[config.mk]
export PLATFORM = sky130hd
export DESIGN_NAME = prog_interval_timer
export DESIGN_NICKNAME = d
export VERILOG_FILES = /design/src/rtl/pit_pkg.sv /design/src/rtl/pit_bus.sv /design/src/rtl/pit_chan.sv /design/src/rtl/prog_interval_timer.sv
export SDC_FILE = /design/constraint.sdc
export NUM_CORES = 1
export LEC_CHECK = 0
export BUFFER_PORTS_ARGS = -buffer_cell sky130_fd_sc_hd__buf_2
export CAP_MARGIN = 20
export CORE_ASPECT_RATIO = 1.4
export CORE_MARGIN = 2
export CORE_UTILIZATION = 40
export CTS_CLUSTER_DIAMETER = 120
export DETAILED_ROUTE_END_ITERATION = 10
export GPL_ROUTABILITY_DRIVEN = 0
export GPL_TIMING_DRIVEN = 0
export PLACE_DENSITY = 0.6
export SYNTH_ARGS = -nofsm -noshare
export SYNTH_HDL_FRONTEND = slang
export SYNTH_SLANG_ARGS = --single-unit
[constraint.sdc]
create_clock -name clk_i -period 4.5 [get_ports clk_i]
set_clock_uncertainty 0.05 [all_clocks]
set_input_delay 0.9 -clock clk_i [delete_from_list [all_inputs] [get_ports clk_i]]
set_output_delay 0.9 -clock clk_i [all_outputs]
set_load 0.005 [all_outputs]
[src/rtl/pit_pkg.sv]
package pit_pkg;
  typedef enum logic [1:0] {
    ACC_LATCH = 2'b00,
    ACC_LO    = 2'b01,
    ACC_HI    = 2'b10,
    ACC_WORD  = 2'b11
  } acc_e;

  typedef enum logic [1:0] {
    OP_TC,
    OP_RATE,
    OP_SQUARE,
    OP_PLAIN
  } op_e;

  typedef struct packed {
    acc_e       acc;
    logic [2:0] mode;
    logic       bcd;
  } ctl_t;

  function automatic op_e decode_op(logic [2:0] m);
    case (m)
      3'd0:        return OP_TC;
      3'd2, 3'd6:  return OP_RATE;
      3'd3, 3'd7:  return OP_SQUARE;
      default:     return OP_PLAIN;
    endcase
  endfunction

  // one step down, binary or four BCD digits (0000 wraps to 9999)
  function automatic logic [15:0] dec_one(logic [15:0] v, logic bcd);
    logic [15:0] r;
    logic        brw;
    logic [3:0]  d;
    if (!bcd) return v - 16'd1;
    r   = '0;
    brw = 1'b1;
    for (int i = 0; i < 4; i++) begin
      d = v[4*i +: 4];
      if (!brw) r[4*i +: 4] = d;
      else if (d == 4'd0) r[4*i +: 4] = 4'd9;
      else begin
        r[4*i +: 4] = d - 4'd1;
        brw = 1'b0;
      end
    end
    return r;
  endfunction
endpackage

[src/rtl/pit_bus.sv]
module pit_bus
  import pit_pkg::*;
#(
  parameter int NUM_CH = 3
) (
  input  logic                   clk_i,
  input  logic                   rst_ni,
  input  logic                   cs_ni,
  input  logic                   rd_ni,
  input  logic                   wr_ni,
  input  logic [1:0]             addr_i,
  input  logic [7:0]             data_i,
  input  logic [NUM_CH-1:0][7:0] rd_byte_i,
  output logic [NUM_CH-1:0]      wr_stb_o,
  output logic [NUM_CH-1:0]      rd_stb_o,
  output logic [NUM_CH-1:0]      cfg_stb_o,
  output logic [NUM_CH-1:0]      latch_stb_o,
  output ctl_t                   cfg_o,
  output logic [7:0]             wdata_o,
  output logic [7:0]             data_o,
  output logic                   data_oe_o
);
  localparam logic [1:0] CTRL_ADDR = 2'd3;
  localparam logic [2:0] CH_LIM    = 3'(NUM_CH);

  logic       wr_prev_q, rd_prev_q, oe_q;
  logic [7:0] data_q;
  logic       wr_fall, rd_fall, addr_ch;
  logic [1:0] sel;

  assign wr_fall = wr_prev_q & ~wr_ni & ~cs_ni;
  assign rd_fall = rd_prev_q & ~rd_ni & ~cs_ni;
  assign addr_ch = {1'b0, addr_i} < CH_LIM;
  assign sel     = data_i[7:6];
  assign cfg_o   = ctl_t'(data_i[5:0]);
  assign wdata_o = data_i;

  always_comb begin
    wr_stb_o    = '0;
    rd_stb_o    = '0;
    cfg_stb_o   = '0;
    latch_stb_o = '0;
    for (int c = 0; c < NUM_CH; c++) begin
      if (wr_fall && addr_i == CTRL_ADDR && sel == 2'(c)) begin
        if (data_i[5:4] == ACC_LATCH) latch_stb_o[c] = 1'b1;
        else                          cfg_stb_o[c]   = 1'b1;
      end
      if (wr_fall && addr_i == 2'(c)) wr_stb_o[c] = 1'b1;
      if (rd_fall && addr_i == 2'(c)) rd_stb_o[c] = 1'b1;
    end
  end

  always_ff @(posedge clk_i or negedge rst_ni) begin
    if (!rst_ni) begin
      wr_prev_q <= 1'b1;
      rd_prev_q <= 1'b1;
      oe_q      <= 1'b0;
      data_q    <= '0;
    end else begin
      wr_prev_q <= wr_ni;
      rd_prev_q <= rd_ni;
      oe_q      <= ~cs_ni & ~rd_ni;
      if (rd_fall) begin
        data_q <= '0;
        for (int c = 0; c < NUM_CH; c++)
          if (addr_ch && addr_i == 2'(c)) data_q <= rd_byte_i[c];
      end
    end
  end

  assign data_oe_o = oe_q;
  assign data_o    = oe_q ? data_q : '0;
endmodule

[src/rtl/pit_chan.sv]
module pit_chan
  import pit_pkg::*;
#(
  parameter int CNT_W = 16
) (
  input  logic       clk_i,
  input  logic       rst_ni,
  input  logic       cnt_clk_i,
  input  logic       gate_i,
  input  logic       cfg_stb_i,
  input  ctl_t       cfg_i,
  input  logic       latch_stb_i,
  input  logic       wr_stb_i,
  input  logic       rd_stb_i,
  input  logic [7:0] wdata_i,
  output logic [7:0] rd_byte_o,
  output logic       out_o
);
  ctl_t             ctl_q;
  logic [CNT_W-1:0] cr_q, ce_q, ol_q, src, dec1, dec2;
  logic             latched_q, wr_hi_q, rd_hi_q, pend_q, run_q, out_q, cnt_prev_q;
  logic             tick, wr_done;
  op_e              op;

  assign tick = cnt_prev_q & ~cnt_clk_i;
  assign op   = decode_op(ctl_q.mode);
  assign dec1 = dec_one(ce_q, ctl_q.bcd);
  assign dec2 = dec_one(dec1, ctl_q.bcd);
  assign src  = latched_q ? ol_q : ce_q;
  assign wr_done = wr_stb_i && (ctl_q.acc == ACC_LO || ctl_q.acc == ACC_HI ||
                                (ctl_q.acc == ACC_WORD && wr_hi_q));

  always_comb begin
    case (ctl_q.acc)
      ACC_LO:   rd_byte_o = src[7:0];
      ACC_HI:   rd_byte_o = src[15:8];
      ACC_WORD: rd_byte_o = rd_hi_q ? src[15:8] : src[7:0];
      default:  rd_byte_o = '0;
    endcase
  end

  always_ff @(posedge clk_i or negedge rst_ni) begin
    if (!rst_ni) begin
      ctl_q      <= '0;
      cr_q       <= '0;
      ce_q       <= '0;
      ol_q       <= '0;
      latched_q  <= 1'b0;
      wr_hi_q    <= 1'b0;
      rd_hi_q    <= 1'b0;
      pend_q     <= 1'b0;
      run_q      <= 1'b0;
      out_q      <= 1'b1;
      cnt_prev_q <= 1'b0;
    end else begin
      cnt_prev_q <= cnt_clk_i;
      if (tick) begin
        if (pend_q) begin
          ce_q   <= cr_q;
          pend_q <= 1'b0;
          run_q  <= 1'b1;
        end else if (run_q && gate_i) begin
          case (op)
            OP_TC: begin
              ce_q <= dec1;
              if (ce_q == 16'd1) out_q <= 1'b1;
            end
            OP_RATE: begin
              if (ce_q == 16'd1) begin
                ce_q  <= cr_q;
                out_q <= 1'b1;
              end else begin
                ce_q  <= dec1;
                out_q <= (ce_q != 16'd2);
              end
            end
            OP_SQUARE: begin
              if (ce_q == 16'd2) begin
                out_q <= ~out_q;
                ce_q  <= out_q ? {cr_q[15:1], 1'b0} : cr_q;
              end else begin
                ce_q  <= ce_q[0] ? dec1 : dec2;  // odd count: single step first
              end
            end
            default: ce_q <= dec1;
          endcase
        end
      end
      if (!gate_i && (op == OP_RATE || op == OP_SQUARE)) out_q <= 1'b1;
      if (latch_stb_i && !latched_q) begin
        ol_q      <= ce_q;
        latched_q <= 1'b1;
      end
      if (rd_stb_i && ctl_q.acc != ACC_LATCH) begin
        if (ctl_q.acc == ACC_WORD) rd_hi_q <= ~rd_hi_q;
        if (ctl_q.acc != ACC_WORD || rd_hi_q) latched_q <= 1'b0;
      end
      if (wr_stb_i) begin
        case (ctl_q.acc)
          ACC_LO:   cr_q <= {8'h00, wdata_i};
          ACC_HI:   cr_q <= {wdata_i, 8'h00};
          ACC_WORD: begin
            if (wr_hi_q) cr_q[15:8] <= wdata_i;
            else         cr_q[7:0]  <= wdata_i;
            wr_hi_q <= ~wr_hi_q;
          end
          default: ;
        endcase
      end
      if (wr_done) begin
        pend_q <= 1'b1;
        if (op == OP_TC) out_q <= 1'b0;
      end
      if (cfg_stb_i) begin
        ctl_q     <= cfg_i;
        out_q     <= (decode_op(cfg_i.mode) != OP_TC);
        run_q     <= 1'b0;
        pend_q    <= 1'b0;
        wr_hi_q   <= 1'b0;
        rd_hi_q   <= 1'b0;
        latched_q <= 1'b0;
      end
    end
  end

  assign out_o = out_q;
endmodule

[src/rtl/prog_interval_timer.sv]
module prog_interval_timer
  import pit_pkg::*;
#(
  parameter int NUM_CH = 3
) (
  input  logic              clk_i,
  input  logic              rst_ni,
  input  logic              cs_ni,
  input  logic              rd_ni,
  input  logic              wr_ni,
  input  logic [1:0]        addr_i,
  input  logic [7:0]        data_i,
  output logic [7:0]        data_o,
  output logic              data_oe_o,
  input  logic [NUM_CH-1:0] cnt_clk_i,
  input  logic [NUM_CH-1:0] gate_i,
  output logic [NUM_CH-1:0] out_o
);
  logic [NUM_CH-1:0][7:0] rd_byte;
  logic [NUM_CH-1:0]      wr_stb, rd_stb, cfg_stb, latch_stb;
  ctl_t                   cfg;
  logic [7:0]             wdata;

  pit_bus #(.NUM_CH(NUM_CH)) i_bus (
    .clk_i, .rst_ni, .cs_ni, .rd_ni, .wr_ni, .addr_i, .data_i,
    .rd_byte_i  (rd_byte),
    .wr_stb_o   (wr_stb),
    .rd_stb_o   (rd_stb),
    .cfg_stb_o  (cfg_stb),
    .latch_stb_o(latch_stb),
    .cfg_o      (cfg),
    .wdata_o    (wdata),
    .data_o,
    .data_oe_o
  );

  for (genvar c = 0; c < NUM_CH; c++) begin : g_ch
    pit_chan i_chan (
      .clk_i, .rst_ni,
      .cnt_clk_i  (cnt_clk_i[c]),
      .gate_i     (gate_i[c]),
      .cfg_stb_i  (cfg_stb[c]),
      .cfg_i      (cfg),
      .latch_stb_i(latch_stb[c]),
      .wr_stb_i   (wr_stb[c]),
      .rd_stb_i   (rd_stb[c]),
      .wdata_i    (wdata),
      .rd_byte_o  (rd_byte[c]),
      .out_o      (out_o[c])
    );
  end
endmodule

==> reports/summary.log <==
INFO  outcome        outcome=complete, no violations
INFO  yosys          post_synth_instance_area=0.0138mm²
INFO  timing         slew_viol_final=0
INFO  cts            tritoncts=done
INFO  yosys          cells_taking_the_most_area_after_synthesis=dfrtp_1 34%, nand2_1 6.9%, o21ai_0 5.2%, mux2i_1 4.8%, mux2_2 3.8%
INFO  cts            cts_inserted_buffers=17
INFO  grt            grt-ovfl-total=0
INFO  flow_run       max_cap_violations=0
INFO  cts            clock_tree.root_cell=clkbuf_16
INFO  yosys          synthesis.instances=1694
INFO  yosys          synth-async-reset-ratio=100%
INFO  worst_setup_path cp_data_required_time=4770ps
INFO  pwr            power.density_cell_area=431mW/mm²
INFO  worst_setup_path cp-end-kind=flop
INFO  timing         timing.slew.headroom=17.4%
INFO  timing         period_share=97.1%
INFO  grt            grt_start_max_net_pins=120
INFO  yosys          number_of_synthesized_flops_with_an_enable_pin=0
INFO  layout         area_growth=10.5%
INFO  layout         fraction_of_final_layout_cells_sized_beyond_drive_strength_1=9.01%
INFO  pwr            vdd.ir_drop.worst=0.245mV
INFO  die            floorplan.die.height=223µm
INFO  layout         most_common_library_cell_in_the_layout_ignoring_fill_and_taps=nand2_1
INFO  route          vias_per_cell=6.07
INFO  hold_path      hp-class=in2async
INFO  grt            number_of_antenna_violations_at_the_first_check_in_global_routing=2
INFO  place          numPortBuffers=25
INFO  die            floorplan.initialDensity=40.4%
INFO  timing         rsz0062_at_grt=false
INFO  yosys          syn_nets=1741
INFO  place          place_hpwl=34700µm
INFO  worst_setup_path ff2ff_path_depth=12
INFO  route          drc_errors=0
INFO  yosys          synth_warnings=0
INFO  layout         nets=1788
INFO  layout         fillerInstances=3433
INFO  worst_setup_path crit_fanout=11
INFO  yosys          syn_avg_cell_area=8.12µm²
INFO  pwr            total_leakage_power=6.04nW
INFO  route          avgRoutedWirePerCell=20.8µm
INFO  cts            hold_buffers=0
INFO  cts            cts.clk_slew.worst_paths=80ps
INFO  yosys          synthDominantCellAreaShare=34.4%
INFO  yosys          ys_seq_area_share=35.3%
INFO  route          routed_wirelength=45900µm
INFO  route          count_of_vias_placed_by_the_detailed_router=13400
INFO  worst_setup_path cp_slowest_cell=mux2i_1
INFO  worst_setup_path arrival=4640ps
INFO  layout         final_core_utilization=44.7%
INFO  die            rows=80
INFO  yosys          synth_top_area_cell=dfrtp_1
INFO  worst_setup_path critical_path.cell_chain=clkbuf_1 -> clkinvlp_4 -> ha_1 -> clkbuf_1 -> or4b_2 -> nor4_1 -> mux2i_1 -> nor2_1 -> a31oi_1 -> o221ai_1 -> a31oi_1 -> a311oi_1
INFO  cts            h_tree_lvl_count=4
INFO  pwr            post-layout-total-power=6.55mW
INFO  route          drt_first_pass_iters=6
INFO  grt            vias_in_the_first_global_route=12900
INFO  layout         multi_input_comb_area=0.00831mm²
INFO  cts            insertion_delay=450ps
INFO  layout         most_used_cells_in_the_layout_excluding_fill_and_tap_cells=252 x nand2_1, 189 x dfrtp_1, 144 x o21ai_0
INFO  die            die_area=0.0359mm²
INFO  timing         timing.fmax=229MHz
INFO  timing         finalSetupViolations=0
INFO  cts            clkSinkCount=194
INFO  layout         final-seq-area=0.00486mm²
INFO  timing         finalSetupTns=0ps
INFO  worst_setup_path critical_path.startpoint_type=flop
INFO  route          antenna_violating_nets_post_route=0
INFO  route          drt_iter0_drc=1196
INFO  die            ports=33
INFO  timing         tightest_pin_transition=1230ps
INFO  timing         final-hold-violation-count=0
INFO  yosys          ys_ff_latch=194
INFO  layout         antenna_cells_inserted=0
INFO  timing         layout_min_cycle_time=4370ps
INFO  worst_setup_path critical_path_class=reg2reg
INFO  die            core_area=0.0340mm²
INFO  worst_setup_path delay_contributed_by_the_slowest_stage_of_the_critical_path=710ps
INFO  cts            ctsLongestPathBuffers=2
INFO  die            die_w=161µm
INFO  grt            grt_util_all_layers=25.6%
INFO  yosys          synth.distinct_cells=81
INFO  grt            wire_length_of_the_first_global_routing_pass=72500µm
INFO  yosys          postSynth.topFlopCell=dfrtp_1
==> state kept, by name, summed over array words and instances, names as in the netlist, 8 cells and up <==
register	flops
g_ch.i_chan.ce_q	48
g_ch.i_chan.cr_q	48
g_ch.i_chan.ol_q	48
g_ch.i_chan.ctl_q	18
i_bus.data_q	8
==> stage by stage <==
step / area (µm²) / instances / hold slack, ps / setup WS [ps]
after floorplan: 13800 / 1694 / 389 / 873
after global placement: 14400 / 2170 / 412 / -944
after detailed placement: 14500 / 2172 / 420 / -111
after CTS: 15100 / 2204 / 401 / 0.0742
after global routing: 15200 / 2205 / 422 / 8.85
final: 15200 / 2205 / 378 / 129
==> final cells by class <==
cell class                      instances  share of cell area (%)
Multi-Input combinational cell       1331                    54.6
Sequential cell                       194                    32.0
Tap cell                              451                    3.71
Buffer                                133                    3.53
Clock buffer                           19                    2.98
Timing Repair Buffer                   28                    1.15
Clock inverter                         13                    1.11
Inverter                               36                   0.913
==> routing by layer <==
metal  up-vias  share of wire (%)  global-route usage [%]
li1       6269                  -                       -
met1      6448                 41                    31.6
met2       517                 49                    43.8
met3       148                4.8                    3.03
met4         4                5.2                    13.7
met5         -              0.048                       0
==> kinds of logic after synthesis <==
logic type	Yosys count	share of synthesized area, %
and+or+nand+nor	680	24.3
AOI/OAI and AO/OA	469	21.8
DFF	194	35.3
buffers and inverters	169	4.87
muxes	112	8.57
xor gates and xnor gates	44	2.80
adders and majority gates	26	2.36
==> worst max-delay path: cells and delay by family (launching register included) <==
kind / cells / cell delay (ps)
AOI/OAI and AO/OA: 4 / 630
adders and majority gates: 1 / 200
buffers and inverters: 3 / 970
DFF: 1 / 460
muxes: 1 / 710
and+or+nand+nor: 3 / 1210
==> synthesized netlist by cell type (30+ instances only) <==
cell,n
nand2_1,252
dfrtp_1,189
o21ai_0,144
nor2_1,123
clkbuf_1,115
a21oi_1,94
mux2i_1,66
nand3_1,58
mux2_2,46
nor3_1,36
inv_1,35
o22ai_1,35
xnor2_1,30
==> final timing paths <==
| kind | startpoint | slack [ps] | endpoint |
|---|---|---|---|
| setup / recovery | g_ch[1].i_chan.ce_q[0] | 130 | g_ch[1].i_chan.ce_q[14] |
| hold / removal | rst_ni | 380 | g_ch[0].i_chan.cr_q[10] |
| setup reg to reg | g_ch[1].i_chan.ce_q[0] | 130 | g_ch[1].i_chan.ce_q[14] |
| hold reg to reg | g_ch[0].i_chan.ol_q[1] | 430 | g_ch[0].i_chan.ol_q[1] |
| max in group asynchronous | rst_ni | 2970 | g_ch[1].i_chan.pend_q |
| min in group clk_i | g_ch[0].i_chan.ol_q[1] | 430 | g_ch[0].i_chan.ol_q[1] |
==> report_power, final <==
| group | switching, mW | internal (mW) |
|---|---|---|
| Combinational | 1.82 | 0.894 |
| Sequential | 0.233 | 1.96 |
| Clock | 0.764 | 0.872 |
| Total | 2.82 | 3.73 |
==> timing repair <==
item	in CTS	in global routing
resized for setup	3	12
buffers inserted	0	1
endpoints found under the hold margin	0	0
setup endpoints to repair	9	13
pin swaps	0	1
Power figures use the tool's default switching activity.
